## config.mk

```make
export PLATFORM = sky130hd
export DESIGN_NAME = gated_reload_timer
export DESIGN_NICKNAME = d
export VERILOG_FILES = /design/src/rtl/gated_reload_timer.sv
export SDC_FILE = /design/constraint.sdc
export NUM_CORES = 1
export LEC_CHECK = 0
export BUFFER_PORTS_ARGS = -buffer_cell sky130_fd_sc_hd__buf_2
export CORE_MARGIN = 1
export CORE_UTILIZATION = 55
export CTS_CLUSTER_DIAMETER = 120
export DETAILED_ROUTE_END_ITERATION = 10
export HOLD_SLACK_MARGIN = 0.1
export PLACE_DENSITY = 0.85
export SKIP_LAST_GASP = 1
export SLEW_MARGIN = 10
export SYNTH_ARGS = -nofsm -noshare
export SYNTH_HDL_FRONTEND = slang
export SYNTH_SLANG_ARGS = --single-unit
```

## constraint.sdc

```tcl
create_clock -name clk -period 6 [get_ports clk]
set_input_delay 0.9 -clock clk [delete_from_list [all_inputs] [get_ports clk]]
set_output_delay 0.9 -clock clk [all_outputs]
set_load 0.01 [all_outputs]
```

## src/rtl/gated_reload_timer.sv

```systemverilog
module gated_reload_timer #(
  parameter int CW = 16,
  parameter int PW = 8
) (
  input  logic          clk,
  input  logic          rst_n,
  input  logic [CW-1:0] reload_din,
  input  logic          reload_wr,
  input  logic          cnt_wr,
  input  logic [3:0]    clk_sel,
  input  logic [PW-1:0] duty_code,
  input  logic          src_fast,
  input  logic          src_ext,
  input  logic          src_64hz,
  input  logic          src_16hz,
  input  logic          src_2hz,
  output logic [CW-1:0] reload_q,
  output logic [CW-1:0] count_q,
  output logic          tmo,
  output logic          pwm_out
);
  localparam logic [CW-1:0] CNT_TOP  = '1;
  localparam logic [PW-1:0] DUTY_MAX = {{(PW-1){1'b1}}, 1'b0};
  localparam logic [PW-1:0] DUTY_MIN = {{(PW-1){1'b0}}, 1'b1};

  logic          in_a, in_b, cnt_en, at_top;
  logic [PW-1:0] slot_q, duty_eff;

  always_comb begin
    case (clk_sel[3:2])
      2'b00:   in_a = 1'b0;
      2'b01:   in_a = src_fast;
      2'b10:   in_a = src_ext;
      default: in_a = 1'b1;
    endcase
    if (clk_sel == 4'b0000) in_b = 1'b0;
    else begin
      case (clk_sel[1:0])
        2'b00:   in_b = 1'b1;
        2'b01:   in_b = src_64hz;
        2'b10:   in_b = src_16hz;
        default: in_b = src_2hz;
      endcase
    end
  end

  assign cnt_en = in_a & in_b;
  assign at_top = (count_q == CNT_TOP);

  always_ff @(posedge clk) begin
    if (!rst_n) reload_q <= '0;
    else if (reload_wr) reload_q <= reload_din;
  end

  always_ff @(posedge clk) begin
    if (!rst_n) begin
      count_q <= '0;
      tmo     <= 1'b0;
      slot_q  <= '0;
    end else begin
      tmo <= 1'b0;
      if (cnt_wr) count_q <= reload_q;
      else if (cnt_en) begin
        if (at_top) begin
          count_q <= reload_q;
          tmo     <= 1'b1;
          slot_q  <= slot_q + 1'b1;
        end else begin
          count_q <= count_q + 1'b1;
        end
      end
    end
  end

  always_comb begin
    if (duty_code == '0) duty_eff = DUTY_MIN;
    else if (duty_code == '1) duty_eff = DUTY_MAX;
    else duty_eff = duty_code;
  end

  assign pwm_out = (slot_q < duty_eff);
endmodule

```

==> results.md <==
- Of the cells placed in the final design, the portion with a size suffix greater than 1 is 25.2%.
- The number of slew-limit violations in the final report came to 0.
- The filler cells instantiated in the layout total 324.
- For this run, the detailed router's first-pass iteration total came to 5.
- Across the run, the number of max-cap violations was 0.
- The signal on the critical path passes through buf_2 -> nor4_1 -> a31oi_1 -> a2111oi_0 -> o21ai_0 -> a221oi_1 -> buf_2.
- The number of synthesized flops with an enable pin is 0.
- After synthesis, the share of flip-flops with an asynchronous set or reset is 0%.
- The number of placed I/O pins is 71.
- STA classifies the critical path startpoint as a primary input.
- At the pin with the least slew margin, the transition time is 0.908 ns.
- The critical path crosses 7 cells after its start point.
- The synthesized netlist occupies a cell area of 0.00224 mm^2.
- The post-cts gate resize count is 0.
- The clock skew is 0.00557 ns.
- The post-synthesis compound-gate area fraction is 17.7%.
- The combinational family with the most area after synthesis is simple AND/OR/NAND/NOR gates.
- In the layout the commonest cells are sky130_fd_sc_hd__buf_2, sky130_fd_sc_hd__dfxtp_1, sky130_fd_sc_hd__nor2_1, sky130_fd_sc_hd__mux2i_1, sky130_fd_sc_hd__a21oi_1.
- The count of nets after finishing is 375.
- The most frequent standard cell in the layout excluding fill and tap cells is sky130_fd_sc_hd__buf_2.
- The run finished with clean final reports.
- In this run, CTS created clock tree buffers numbering 5.
- The number of vias per cell after detailed routing is 6.02.
- Once the floorplan was initialized, standard cells occupied 59.4% of the core.
- The path class of the lowest-slack min-delay path is register to register.
- Summed over all failing endpoints, the final setup total negative slack is 0 ns.
- In the global route stage, overall resource usage came out at 27.2%.
- The number of global-route vias before repair is 1998.
- Setup violations remaining at the end of the flow were counted as 0.
- The final HPWL from detailed placement is 4.06 mm.
- After synthesis, the cell types taking the most area are sky130_fd_sc_hd__dfxtp_1, sky130_fd_sc_hd__mux2i_1, sky130_fd_sc_hd__a21oi_1, sky130_fd_sc_hd__ha_1, sky130_fd_sc_hd__nor2_1.
- After detailed placement, the design holds a cell count of 370.
- For the finished layout, the period the worst path requires is 3.12 ns.
- The final hold violation count was 0.
- Hold repair after CTS inserted 0 buffers.
- The largest net degree at the start of global routing is 31.
- The tightest hold path in the finished design has a slack of 0.489 ns.
- The kind of critical path is primary input to primary output.
- Of the total synthesized cell area, the portion taken by full adders, half adders and majority gates is 5.03%.
- Relative to the synthesized area, the layout overhead comes to 19.8%.
- The flip-flop cell with the highest count after synthesis is sky130_fd_sc_hd__dfxtp_1.
- The placeable core area is 0.00377 mm^2.
- The clock passes through at most 2 buffers.
- The setup fix buffers added after clock tree synthesis is 0.
- The peak per-stage delay on the critical path is 0.27 ns.
- Summing the sequential cell areas from Yosys gives 36.7% of the chip area.
- The clock tree root driver cell is sky130_fd_sc_hd__clkbuf_8.
- Setup repair after global routing left no endpoint under its margin.
- At the end of the flow the core is filled with cells to 71.1%.
- The simple-gate share of the synthesized area is 25.0%.
- The die covers 0.00433 mm^2.
- OpenSTA, run right after detailed placement, puts the worst setup slack at 2.87 ns.
- After the flow finishes, the layout carries non-filler instances totaling 378.
- The clock net in this run drives a total of 41 sinks.
- After synthesis, the largest area contributor takes up 36.7% of total cell area.
- Across the VDD grid, the largest voltage drop is 0.175 mV.
- The die is 65.8 um tall.
- The iteration-0 DRC count of the detailed router is 135.
- After clock tree synthesis, the clock-pin slew on the worst setup and hold paths is 0.08 ns.
- The total power is 554 uW.
- Dividing the final minimum period by the clock period gives 51.9%.
- The DRC violation count after routing is 0.
- The final worst setup slack is 2.89 ns.
- The total length of routed wires is 5.56 mm.
- Summing over every cut layer, the via total after detailed routing is 2277.
- Static timing analysis puts the maximum clock frequency at 321 MHz.
- Grouping stages by cell kind, the critical path spends the most delay in compound AO/OA/AOI/OAI gates.
- The number of antenna violations at the first check in global routing is 0.
- The worst endpoint required time is 5.10 ns.
- The endpoint kind of the worst setup timing path is a primary output.
- The biggest fanout along the worst timing path is 3.
- The number of buffers and inverters on the critical path is 2.
- TritonCTS built the clock tree.
- Dividing total power by cell area gives a power density of 207 mW/mm^2.
- The total nets after synthesis is 312.
- The largest total area in the synthesized netlist belongs to sky130_fd_sc_hd__dfxtp_1.
- The number of diodes is 0.
- The static leakage power is 1.27 nW.
- The post-detailed-route wirelength per cell is 14.7 um.
- The dominant cell type by count on the critical path is sky130_fd_sc_hd__buf_2.
- The number of storage elements in the synthesis netlist is 41.
- The number of rows created at floorplan is 22.
- The arrival time at the worst endpoint is 2.21 ns.
- The chip width is 65.8 um.
- The synthesis warning total is 0.
- The first global-routing pass estimated 9.07 mm of wire.
- The placed instances occupy a cell area of 0.00259 mm^2.
- The count of unique library cells instantiated by Yosys is 44.
- The weighted congestion reported at the end of routability-driven placement is 0.865.
- Port buffering added 70 buffers.
- The xor and xnor fraction of the mapped netlist area is 0.391%.
- In the synthesized netlist, mux cells make up 10.7% of the area.
- The H-tree generated during clock tree synthesis spans 2 levels.
- The worst slew margin relative to its limit is 39.4%.
- The master of the slowest instance on the critical path is sky130_fd_sc_hd__nor4_1.
- The finished cells cover 0.00268 mm^2.
- The synthesized area per cell is 8.42 um^2.
- The worst-case reg-to-reg path depth is 6.
- Once detail routing completed, the nets flagged for antenna violations numbered 0.
- For the worst-skew pair, the clock arrives at the later sink with an insertion delay of 0.30 ns.
- Summed over all layers, the global routing overflow is 0.
- The worst hold path depth is 2.
- In the synthesized netlist, the number of instances is 266.
-- sequential cells by signal, indices dropped and copies added, names as in the netlist --
| name | cells |
|---|---|
| count_q | 16 |
| slot_q | 8 |
| tmo | 1 |
| reload_q | 16 |
-- synth_stat cells (all sizes together) (2+ instances only) --
master and n:
nor3b 2, nand4 10, a21oi 23, nor4 6
a2111oi 2, and4 2, and3 4, nand3 10
a21o 3, buf 5, nand2 19, o21a 2
o31ai 2, o211ai 3, nor3 5, and2 2
o22ai 7, dfxtp 41, clkbuf 10, ha 9
inv 10, o21ai 11, nor2 28, a31oi 5
mux2i 24, or3 8
-- worst reg2reg max path, cell delays in order (launching register included) --
cell and delay (ns):
sky130_fd_sc_hd__dfxtp_1 0.43, sky130_fd_sc_hd__ha_1 0.33, sky130_fd_sc_hd__nand4_4 0.18, sky130_fd_sc_hd__nor4_4 0.35, sky130_fd_sc_hd__nand4_2 0.37, sky130_fd_sc_hd__or4_1 0.60, sky130_fd_sc_hd__a21oi_1 0.15
-- cell type report --
class                           count  area, um^2  share of cell area, %
Timing Repair Buffer               71         358                   13.3
Inverter                           10        37.5                   1.40
Multi-Input combinational cell    200        1320                   49.2
Clock inverter                      3        17.5                  0.653
Sequential cell                    41         821                   30.6
Clock buffer                        5        68.8                   2.57
Tap cell                           48        60.1                   2.24
-- power breakdown --
| group | switching, mW | internal, mW | leakage (nW) |
|---|---|---|---|
| Sequential | 0.0133 | 0.283 | 0.335 |
| Clock | 0.0974 | 0.0803 | 0.0439 |
| Combinational | 0.0451 | 0.0348 | 0.894 |
| Total | 0.156 | 0.398 | 1.27 |
-- worst paths after layout --
kind,start,to,slack [ns]
max reg2reg,count_q[0],slot_q[5],3.51
min,reload_q[1],count_q[1],0.49
max,duty_code[4],pwm_out,2.89
min reg2reg,reload_q[1],count_q[1],0.49
-- per-layer routing --
| layer | vias up | wire [um] | global-route usage, % |
|---|---|---|---|
| li1 | 1113 | - | - |
| met1 | 1055 | 2400 | 35.7 |
| met2 | 102 | 2610 | 44.0 |
| met3 | 7 | 488 | 6.38 |
| met4 | 0 | 62 | 8.15 |
| met5 | - | 0 | 0 |
-- logic make-up (layout without fill, tap and decap cells) --
kind of cell,after synthesis,after routing
simple gates,101,101
fa+ha+maj,9,9
flops,41,41
compound gates,65,65
mux,24,24
xor+xnor,1,1
buf+inv,25,89
No activity file was read; power rests on OpenSTA's default activity.
